$ cat src/rtl/dbg_pkg.sv
package dbg_pkg;

   typedef enum logic [1:0] {
      ST_RUN  = 2'd0,
      ST_HALT = 2'd1,
      ST_STEP = 2'd2,
      ST_ISR  = 2'd3
   } dbg_state_t;

   typedef enum logic [1:0] {
      CZ_NONE  = 2'd0,
      CZ_EVENT = 2'd1,
      CZ_STEP  = 2'd2,
      CZ_XSTOP = 2'd3
   } stop_cause_t;

   typedef struct packed {
      logic trace_en;
      logic wait_en;
      logic ext_en;
      logic int_en;
   } dbg_ctrl_t;

   localparam int CTRL_BITS  = 4;
   localparam int CAUSE_BITS = 2;

endpackage

$ cat src/rtl/dbg_csr.sv
module dbg_csr
   import dbg_pkg::*;
#(
   parameter int DATA_W = 8,
   parameter int ADDR_W = 2
) (
   input  logic              clk,
   input  logic              rst_n,
   input  logic              reg_wr,
   input  logic              reg_rd,
   input  logic [ADDR_W-1:0] reg_addr,
   input  logic [DATA_W-1:0] reg_wdata,
   output logic [DATA_W-1:0] reg_rdata,
   input  logic              cause_set,
   input  stop_cause_t       cause_val,
   output dbg_ctrl_t         ctrl,
   output stop_cause_t       cause
);

   localparam logic [ADDR_W-1:0] A_CTRL = ADDR_W'(0);
   localparam logic [ADDR_W-1:0] A_STAT = ADDR_W'(1);

   if (DATA_W > CTRL_BITS) begin : g_wide
      logic unused_hi;
      assign unused_hi = ^reg_wdata[DATA_W-1:CTRL_BITS];
   end

   always_ff @(posedge clk) begin
      if (!rst_n) begin
         ctrl <= '0;
      end else if (reg_wr && reg_addr == A_CTRL) begin
         ctrl <= dbg_ctrl_t'(reg_wdata[CTRL_BITS-1:0]);
      end
   end

   always_ff @(posedge clk) begin
      if (!rst_n) begin
         cause <= CZ_NONE;
      end else if (cause_set) begin
         cause <= cause_val;
      end else if (reg_rd && reg_addr == A_STAT) begin
         cause <= CZ_NONE;
      end
   end

   always_comb begin
      reg_rdata = '0;
      if (reg_addr == A_CTRL) begin
         reg_rdata[CTRL_BITS-1:0] = ctrl;
      end else if (reg_addr == A_STAT) begin
         reg_rdata[CAUSE_BITS-1:0] = cause;
      end
   end

endmodule

$ cat src/rtl/dbg_stop_fsm.sv
module dbg_stop_fsm
   import dbg_pkg::*;
(
   input  logic        clk,
   input  logic        rst_n,
   input  dbg_ctrl_t   ctrl,
   input  logic        dbg_evt,
   input  logic        jtag_run,
   input  logic        jtag_stop,
   input  logic        jtag_step,
   input  logic        ext_irq,
   input  logic        irq_ret,
   output dbg_state_t  st,
   output logic        frozen,
   output logic        step_grant,
   output logic        irq_ack,
   output logic        run_release,
   output logic        cause_set,
   output stop_cause_t cause_val
);

   dbg_state_t st_d;
   logic       ack_d;
   logic       stop_mode;

   assign stop_mode = ctrl.ext_en | ctrl.wait_en;

   always_comb begin
      st_d        = st;
      ack_d       = 1'b0;
      run_release = 1'b0;
      cause_set   = 1'b0;
      cause_val   = CZ_NONE;
      unique case (st)
         ST_RUN: begin
            if (dbg_evt && stop_mode) begin
               st_d      = ST_HALT;
               cause_set = 1'b1;
               cause_val = CZ_EVENT;
            end else if (jtag_stop && stop_mode) begin
               st_d      = ST_HALT;
               cause_set = 1'b1;
               cause_val = CZ_XSTOP;
            end
         end
         ST_HALT: begin
            if (jtag_run) begin
               st_d        = ST_RUN;
               run_release = 1'b1;
            end else if (jtag_step) begin
               st_d = ST_STEP;
            end else if (ctrl.wait_en && ext_irq) begin
               st_d  = ST_ISR;
               ack_d = 1'b1;
            end
         end
         ST_STEP: begin
            st_d      = ST_HALT;
            cause_set = 1'b1;
            cause_val = CZ_STEP;
         end
         ST_ISR: begin
            if (irq_ret) begin
               st_d = ST_HALT;
            end
         end
         default: st_d = ST_RUN;
      endcase
   end

   always_ff @(posedge clk) begin
      if (!rst_n) begin
         st      <= ST_RUN;
         irq_ack <= 1'b0;
      end else begin
         st      <= st_d;
         irq_ack <= ack_d;
      end
   end

   assign frozen     = (st == ST_HALT);
   assign step_grant = (st == ST_STEP);

endmodule

$ cat src/rtl/dbg_event_route.sv
module dbg_event_route
   import dbg_pkg::*;
#(
   parameter bit TRACE_REG = 1'b1
) (
   input  logic       clk,
   input  logic       rst_n,
   input  dbg_ctrl_t  ctrl,
   input  logic       msr_de,
   input  logic       dbg_evt,
   input  dbg_state_t st,
   input  logic       run_release,
   input  logic       jtag_insn,
   input  logic       insn_priv,
   input  logic       user_mode,
   output logic       dbg_irq,
   output logic       trace_trig,
   output logic       priv_suppress
);

   logic int_ok;
   logic stop_mode;
   logic in_run;
   logic pend_q;
   logic irq_d;
   logic trig_raw;

   assign int_ok    = ctrl.int_en & msr_de;
   assign stop_mode = ctrl.ext_en | ctrl.wait_en;
   assign in_run    = (st == ST_RUN);

   assign irq_d = (dbg_evt & in_run & ~stop_mode & int_ok)
                | (run_release & pend_q & int_ok);

   always_ff @(posedge clk) begin
      if (!rst_n) begin
         pend_q  <= 1'b0;
         dbg_irq <= 1'b0;
      end else begin
         dbg_irq <= irq_d;
         if (run_release) begin
            pend_q <= 1'b0;
         end else if (dbg_evt && in_run && stop_mode && int_ok) begin
            pend_q <= 1'b1;
         end
      end
   end

   assign trig_raw = dbg_evt & ctrl.trace_en & ~ctrl.int_en
                   & ~ctrl.ext_en & ~ctrl.wait_en;

   if (TRACE_REG) begin : g_trig_ff
      logic trig_q;
      always_ff @(posedge clk) begin
         if (!rst_n) trig_q <= 1'b0;
         else        trig_q <= trig_raw;
      end
      assign trace_trig = trig_q;
   end else begin : g_trig_comb
      assign trace_trig = trig_raw;
   end

   assign priv_suppress = jtag_insn & insn_priv & user_mode;

endmodule

$ cat src/rtl/dbg_dispatch.sv
module dbg_dispatch
   import dbg_pkg::*;
#(
   parameter int DATA_W           = 8,
   parameter int ADDR_W           = 2,
   parameter bit TRACE_REGISTERED = 1'b1
) (
   input  logic              clk,
   input  logic              rst_n,
   input  logic              reg_wr,
   input  logic              reg_rd,
   input  logic [ADDR_W-1:0] reg_addr,
   input  logic [DATA_W-1:0] reg_wdata,
   output logic [DATA_W-1:0] reg_rdata,
   input  logic              msr_de,
   input  logic              dbg_evt,
   input  logic              jtag_run,
   input  logic              jtag_stop,
   input  logic              jtag_step,
   input  logic              jtag_insn,
   input  logic              insn_priv,
   input  logic              user_mode,
   input  logic              ext_irq,
   input  logic              irq_ret,
   output logic              dbg_irq,
   output logic              frozen,
   output logic              step_grant,
   output logic              irq_ack,
   output logic              trace_trig,
   output logic              priv_suppress
);

   if (DATA_W < CTRL_BITS) begin : g_bad_data_w
      $error("dbg_dispatch: DATA_W must be at least %0d", CTRL_BITS);
   end
   if (ADDR_W < 1) begin : g_bad_addr_w
      $error("dbg_dispatch: ADDR_W must be at least 1");
   end

   dbg_ctrl_t   ctrl_q;
   stop_cause_t cause_q;
   dbg_state_t  st_q;
   logic        run_release;
   logic        cause_set;
   stop_cause_t cause_val;

   dbg_csr #(.DATA_W(DATA_W), .ADDR_W(ADDR_W)) u_csr (
      .clk       (clk),
      .rst_n     (rst_n),
      .reg_wr    (reg_wr),
      .reg_rd    (reg_rd),
      .reg_addr  (reg_addr),
      .reg_wdata (reg_wdata),
      .reg_rdata (reg_rdata),
      .cause_set (cause_set),
      .cause_val (cause_val),
      .ctrl      (ctrl_q),
      .cause     (cause_q)
   );

   dbg_stop_fsm u_fsm (
      .clk         (clk),
      .rst_n       (rst_n),
      .ctrl        (ctrl_q),
      .dbg_evt     (dbg_evt),
      .jtag_run    (jtag_run),
      .jtag_stop   (jtag_stop),
      .jtag_step   (jtag_step),
      .ext_irq     (ext_irq),
      .irq_ret     (irq_ret),
      .st          (st_q),
      .frozen      (frozen),
      .step_grant  (step_grant),
      .irq_ack     (irq_ack),
      .run_release (run_release),
      .cause_set   (cause_set),
      .cause_val   (cause_val)
   );

   dbg_event_route #(.TRACE_REG(TRACE_REGISTERED)) u_route (
      .clk           (clk),
      .rst_n         (rst_n),
      .ctrl          (ctrl_q),
      .msr_de        (msr_de),
      .dbg_evt       (dbg_evt),
      .st            (st_q),
      .run_release   (run_release),
      .jtag_insn     (jtag_insn),
      .insn_priv     (insn_priv),
      .user_mode     (user_mode),
      .dbg_irq       (dbg_irq),
      .trace_trig    (trace_trig),
      .priv_suppress (priv_suppress)
   );

endmodule

$ cat config.mk
export PLATFORM = sky130hd
export DESIGN_NAME = dbg_dispatch
export DESIGN_NICKNAME = d
export VERILOG_FILES = /design/src/rtl/dbg_pkg.sv /design/src/rtl/dbg_csr.sv /design/src/rtl/dbg_stop_fsm.sv /design/src/rtl/dbg_event_route.sv /design/src/rtl/dbg_dispatch.sv
export SDC_FILE = /design/constraint.sdc
export NUM_CORES = 1
export LEC_CHECK = 0
export BUFFER_PORTS_ARGS = -buffer_cell sky130_fd_sc_hd__buf_2
export CAP_MARGIN = 20
export CORE_UTILIZATION = 44
export DETAILED_ROUTE_END_ITERATION = 8
export PLACE_DENSITY_LB_ADDON = 0.05
export SLEW_MARGIN = 20
export SYNTH_ARGS = -nofsm -noshare
export SYNTH_HDL_FRONTEND = slang
export SYNTH_SLANG_ARGS = --single-unit
$ cat constraint.sdc
create_clock -name clk -period 3.5 [get_ports clk]
set_clock_uncertainty 0.05 [all_clocks]
set_input_delay 0.35 -clock clk [delete_from_list [all_inputs] [get_ports clk]]
set_output_delay 0.35 -clock clk [all_outputs]
set_load 0.05 [all_outputs]
# [After elaboration in Yosys (flattened, before gate mapping)]
# Index checks and enable logic that the tools add are counted.
[op_classes] n_reduce_logical=14 muxes=21 bitwise=20 n_eq_ne=7
[op_table] op="2-bit 2-to-1 mux" count=13
[op_table] op="1-bit bitwise AND" count=12
[op_table] op="1-bit logical AND" count=8
[op_table] op="2-bit one-hot mux with 4 select lines" count=1
[op_table] op="1-bit inverter" count=6
[op_table] op="1-bit 2-to-1 mux" count=5
[op_table] op="2-bit by 1-bit equality test with 1-bit output, second input constant" count=2
[op_table] op="2-bit equality test, second input constant" count=2
[op_table] op="2-bit logical NOT" count=2
[op_table] op="4-bit by 3-bit inequality test with 1-bit output, second input constant" count=1
[op_table] op="2-bit one-hot mux with 2 select lines" count=1
[op_table] op="4-bit OR reduction" count=1
[op_table] op="3-bit inequality test, second input constant" count=1
[op_table] op="3-bit AND reduction" count=1
[op_table] op="2-bit inequality test, second input constant" count=1
[op_table] op="1-bit OR" count=2
[op_table] op="1-bit one-hot mux with 2 select lines" count=1
[op_table] op="2-bit nonzero test" count=1
[op_table] op="2-bit OR reduction" count=1
[totals] reg_bits=12 in_bits=24

# [Depth between registers and ports, before layout]
# Gate-level depths: netlist of run 1.
[depth] ltp_word=6 ltp_mapped=4 depth_no_buf=3

# [Cells and area by module]
# Synthesis of run 1 repeated with hierarchy kept, for this count alone.
[unflattened] hier_cells=77 area_unflattened_um2=673.1
[by_module_without_submodules] module="dbg_csr" cells_each=39 area_per_inst_um2=346.6 instances=1
[by_module_without_submodules] module="dbg_stop_fsm" cells_each=24 area_per_inst_um2=187.7 instances=1
[by_module_without_submodules] module="dbg_event_route" cells_each=14 area_per_inst_um2=138.9 instances=1

# [Least setup slack after synthesis of run 1]
# Ideal clock, no wire load.
[synth_path] kind="in2out" startpoint="input reg_addr[0]" endpoint="output reg_rdata[2]" path_stages=2 t_arrival_ps=1689 slack_ps=1411 required_ps=3100 path_cell_list="clkbuf_1 nor3b_1"
[synth_between] elab_chain_cells=2
[synth_rtl] element="start, declared" line="dbg_dispatch.sv:12" text="input logic [ADDR_W-1:0] reg_addr,"
[synth_rtl] element="2-bit logical NOT" line="dbg_csr.sv:48" text="if (reg_addr == A_CTRL) begin"
[synth_rtl] element="2-bit 2-to-1 mux" line="dbg_csr.sv:48"
[synth_rtl] element="end, declared" line="dbg_dispatch.sv:14" text="output logic [DATA_W-1:0] reg_rdata,"
# No other way between the ends.

# [Final worst setup path of run 1]
[layout_path] startpoint="register u_fsm.st[0]" endpoint="output frozen"
[layout_between] elab_chain_cells=1
[layout_rtl] element="start, declared" line="dbg_stop_fsm.sv:13" text="output dbg_state_t st,"
[layout_rtl] element="start signal, assigned" line="dbg_stop_fsm.sv:76" text="st <= st_d;"
[layout_rtl] element="2-bit by 1-bit equality test with 1-bit output" line="dbg_stop_fsm.sv:81" text="assign frozen = (st == ST_HALT);"
[layout_rtl] element="end, declared" line="dbg_dispatch.sv:26" text="output logic frozen,"
# No other way between the ends.

==> flow_summary.toml, run 1 <==
[synthesis]
synthesis.area_um2 = 629
netlist_instances = 71
synth-async-reset-ratio = 0
synth_seq_area_share = 0.382
synth_top_area_frac = 0.382
synth-main-ff-cell = "dfxtp_1"
synth_xor_area_frac = 0
synth_edf_count = 0
synth_compound_area_frac = 0.105
synth_top_family_by_area = "simple AND/OR/NAND/NOR gates"
yosys.area_share.simple = 0.338
synth.distinct_cells = 30
synth_area_leaders = "dfxtp_1 38%, mux2i_1 9.5%, nor2b_1 6.0%"
muxShareOfSynthArea = 0.0954
ys_warn_count = 0
syn_area_per_cell_um2 = 8.86
synthMostInstantiatedCell = "dfxtp_1"
synth_commonest_cells = "12 x dfxtp_1, 6 x mux2i_1, 6 x nor2_1, 6 x nor2b_1"
yosys.area.top_type = "dfxtp_1"
synth_fa_ha_area_frac = 0
synth.ff_latch_count = 12

[grt]
grt_usage = 0.178
grt_antenna_before_repair = 0
grt_remaining_overflow = 0
grt_pass1_vias = 460
grt_pass1_wl_mm = 1.86
met3_usage = 0.0398
grtUsageMet2 = 0.316
gr-max-usage-layer = "met2"
grt_max_degree = 14
use_met1 = 0.189

[job]
maxCapViolations = 0

[critical_path]
crit_path_start_kind = "register"
required_ps = 3100
worst-path-buf-inv = 1
critPathMaxStageDelay_ps = 500
path_cells = "nor2b_1, buf_2"
slowest_stage = "dfxtp_1"
worst-path-max-fanout = 10
rrSetupSlack_ps = 2100
r2r-start = "u_csr.ctrl[2]"
reg2regPathDepth = 3
cp-startpoint = "u_fsm.st[0]"
criticalPathCategory = "register to output port"
cp-end-kind = "output port"
cp.arrival_ps = 1320
crit_family = "flip-flops"
crit_path_end = "frozen"
worst-path-stages = 2
reg2reg_to = "u_csr.cause[1]"

[pwr]
peakVddDrop_mv = 0.181
power_switching_uw = 83.4
p_seq_frac = 0.470
swShare = 0.273
p_comb_frac = 0.166
p_leak_uw = 0.000378
clkPwrFrac = 0.365
finalPower_uw = 305
p_per_area_nw_per_um2 = 383
internal_power_uw = 222

[die]
start_util = 0.478
die_x_um = 39.8
die_area_um2 = 1590
rows = 13
die_y_um = 39.8
ios = 38
coreArea_um2 = 1320

[sta]
period_share = 0.491
rsz0062_at_grt = "no"
hold_violations = 0
setup_tns_ps = 0
finalCriticalPeriod_ps = 1720
report.final.slew_viol_count = 0
max_freq_ghz = 0.582
setup_viol = 0

[cts]
path_clk_slew_ps = 80
cts_buffers = 3
htreeDepth = 1
worstSkewPairLatency_ps = 270
clk_path_buf_depth = 2
cts_hold_buffers = 0
cts_root_buffer = "clkbuf_4"
postCtsSetupRepairBufs = 0
cts_tree = "yes"
clock-sinks = 12
cts_resized = 0

[route]
drt_iter0_drc = 4
drc = 0
ant_nets = 0
post_drt_wl_per_cell_um = 10.7
first_pass_iters = 4
via_count = 577
routed_wl_mm = 1.23
viasPerCell = 5.02

[placed_design]
post-dp-hpwl_um = 950
gp_congestion = 0.676
io_buffers = 29
placed_area_um2 = 762

[finish]
utilization = 0.606
stdcell_area_um2 = 798
n_antenna_cell = 0
syn2layout_area_growth_pct = 26.8
final_nets = 125
drive_gt1_frac = 0.370

[min_path]
hold_class = "input port to register"

[outcome]
status = "complete, no violations"
-- final cells by class --
class | count | area (um^2)
fillers | 133 | 519
inverters | 1 | 3.75
well taps | 15 | 18.8
flip-flops and latches | 12 | 240
clock buffers | 4 | 36.3
multi-input cells | 54 | 354
repair buffers | 29 | 145
-- cells by family (layout without fill, tap and decap cells) --
| kind of cell | after synthesis | in the layout |
|---|---|---|
| other | 1 | 4 |
| DFF | 12 | 12 |
| AOI/OAI and AO/OA | 9 | 9 |
| and+or+nand+nor | 35 | 35 |
| muxes | 6 | 6 |
| buffers and inverters | 8 | 34 |
-- state kept, by name, summed over array words and instances (netlist names) --
signal	cells
u_fsm.irq_ack	1
u_route.pend_q	1
u_csr.cause	2
u_route.dbg_irq	1
u_route.trace_trig	1
u_csr.ctrl	4
u_fsm.st	2
-- stage by stage --
step,hold slack [ps],setup slack [ps],std cells
6_report,278,1780,115
3_5_place_dp,401,2090,111
2_1_floorplan,372,1410,74
4_1_cts,274,1780,115
3_3_place_gp,400,2090,111
5_1_grt,287,1740,115
-- worst min-delay path: cells and delay by family --
| family | cells | cell delay (ps) |
|---|---|---|
| AND/OR/NAND/NOR | 2 | 110 |
| buffers and inverters | 1 | 100 |
-- placed cells by master, fill, tap and decap left out, types with 2 or more instances in the layout --
master	Yosys	final
conb_1	1	4
and3_1	3	3
a21boi_0	2	2
nor2b_1	6	6
clkbuf_4	0	3
nand3b_1	2	2
nor3b_1	2	2
mux2i_1	6	6
buf_2	1	29
a21oi_1	2	2
nand3_1	2	2
nand2_1	4	4
nand2b_1	2	2
nor2_1	6	6
dfxtp_1	12	12
-- metal layers --
| metal | vias up | wire [um] | share of wire |
|---|---|---|---|
| li1 | 301 | - | - |
| met1 | 250 | 580 | 0.47 |
| met2 | 24 | 567 | 0.46 |
| met3 | 2 | 69 | 0.056 |
| met4 | 0 | 12 | 0.0098 |
| met5 | - | 0 | 0 |
-- power groups by stage --
stage / Sequential [uW] / Clock [uW] / Combinational, uW
after global placement: 147 / 0 / 50.1
final: 143 / 111 / 50.6
after global routing: 144 / 119 / 55.3
after detailed placement: 147 / 0 / 50.7
after CTS: 144 / 114 / 51.0
after floorplan: 146 / 0 / 38.5
-- worst min path at each step --
stage | startpoint | to | slack (ps) | depth (start not counted)
after global routing | reg_wdata[3] | u_csr.ctrl[3] | 290 | 3
after detailed placement | u_csr.ctrl[3] | u_route.trace_trig | 400 | 2
after global placement | u_csr.ctrl[3] | u_route.trace_trig | 400 | 2
after floorplan | u_csr.ctrl[3] | u_route.trace_trig | 370 | 2
final | ext_irq | u_fsm.irq_ack | 280 | 3
after CTS | ext_irq | u_fsm.irq_ack | 270 | 3
No activity file was read; power rests on OpenSTA's default activity.
==> run 2: changes to the inputs <==
CORE_UTILIZATION = 37   (was 44)
clock period = 1.5 ns   (was 3.5 ns; I/O delays follow)
==> run 2 against run 1 <==
Against the previous run:
- routed wire length up 6.7%
- first-iteration DRC count rose to 2.5 times the previous value
- sequential power grew 130%
- largest power group unchanged
- worst hold slack worse by 200 ps
- die area rose by 18%
- flip-flop and latch count stayed put
- setup slack worse by 1700 ps
- critical path depth rose by 1
- via count is 1.4% higher
- power rose by 130%
==> flow_summary.toml, run 2 (synthesis results as in run 1) <==
[sta]
rsz0062_at_grt = "no"
max_freq_ghz = 0.716
finalCriticalPeriod_ps = 1400
hold_violations = 0
report.final.slew_viol_count = 0
setup_tns_ps = 0
setup_viol = 0
period_share = 0.931

[finish]
largest_register = "u_csr.ctrl"
n_antenna_cell = 0
final_nets = 128
largest_reg_flops = 4
drive_gt1_frac = 0.427
utilization = 0.543
final_cell_mix = "29 x buf_2, 12 x dfxtp_1, 6 x mux2i_1, 6 x nor2_1"
syn2layout_area_growth_pct = 33.0
layout_commonest_cell = "buf_2"
biggestRegsByFlops = "u_csr.ctrl x4, u_csr.cause x2, u_fsm.st x2"

[critical_path]
criticalPathCategory = "register to output port"
crit_path_start_kind = "register"
crit_family = "buffers and inverters"
cp.arrival_ps = 1200
worst-path-buf-inv = 2
worst-path-max-fanout = 5
required_ps = 1300
path_cells = "buf_4, nor3b_2, buf_2"
critPathMaxStageDelay_ps = 360
cp-end-kind = "output port"
slowest_stage = "dfxtp_1"

[pwr]
peakVddDrop_mv = 0.623
finalPower_uw = 715
p_leak_uw = 0.000397
p_per_area_nw_per_um2 = 855

[cts]
worstSkewPairLatency_ps = 270
clock-sinks = 12
cts_root_buffer = "clkbuf_4"
postCtsSetupRepairBufs = 0
cts_buffers = 3
cts_resized = 0
cts_tree = "yes"
cts_hold_buffers = 0
path_clk_slew_ps = 80
clk_path_buf_depth = 2
htreeDepth = 1

[die]
coreArea_um2 = 1540
die_y_um = 43.2
ios = 38
die_x_um = 43.2
rows = 14
start_util = 0.408
die_area_um2 = 1870

[route]
drt_iter0_drc = 10
viasPerCell = 4.92
ant_nets = 0
drc = 0
first_pass_iters = 2
routed_wl_mm = 1.31
via_count = 585
post_drt_wl_per_cell_um = 11.0

[placed_design]
gp_congestion = 0.698
post-dp-hpwl_mm = 1.03
io_buffers = 29

[grt]
grt_max_degree = 14
grt_remaining_overflow = 0
grt_pass1_wl_mm = 2.21
grt_pass1_vias = 556
grt_antenna_before_repair = 0
grt_usage = 0.161

[job]
maxCapViolations = 0

[min_path]
hold_class = "input port to register"

[outcome]
status = "complete, no violations"
-- run 2: layout make-up --
type,instances,area (um^2)
clock buffers,4,36.3
fillers,151,704
inverters,1,3.75
multi-input cells,54,369
flip-flops and latches,12,240
well taps,16,20.0
repair buffers,32,168
-- run 2: through the flow --
step                hold WS (ps)  setup slack (ps)  instances  area (um^2)
floorplan                    223               117         74          656
global route                70.9              24.2        119          837
CTS                         63.1              82.3        119          837
detailed placement           365               192        115          801
global placement             358               184        115          801
finish                      72.9               103        119          837
-- run 2: layer usage --
metal	wire length [um]	up-vias	global-route usage
met2	586	20	0.248
li1	-	306	-
met1	628	257	0.192
met3	89	2	0.0809
met4	9	0	0.0545
met5	0	-	0
-- run 2: worst register-to-register path, stage by stage (launching register included) --
cell and delay (ps):
dfxtp_1 400, nor2_2 90, or4_4 480, a32o_1 220
-- run 2: final timing paths --
| path | cells after the start | start | to | slack, ps |
|---|---|---|---|---|
| setup reg to reg | 3 | u_csr.ctrl[1] | u_csr.cause[1] | 160 |
| hold reg to reg | 2 | u_csr.ctrl[3] | u_route.trace_trig | 400 |
| hold / removal | 3 | ext_irq | u_fsm.irq_ack | 70 |
| setup / recovery | 3 | u_csr.ctrl[2] | reg_rdata[2] | 100 |
-- run 2: power by group --
group | internal (uW) | leakage, uW | switching, uW | total, uW
clock | 148 | 0.0000210 | 110 | 257
sequential | 326 | 0.0000971 | 6.65 | 333
combinational | 47.6 | 0.000279 | 77.7 | 125
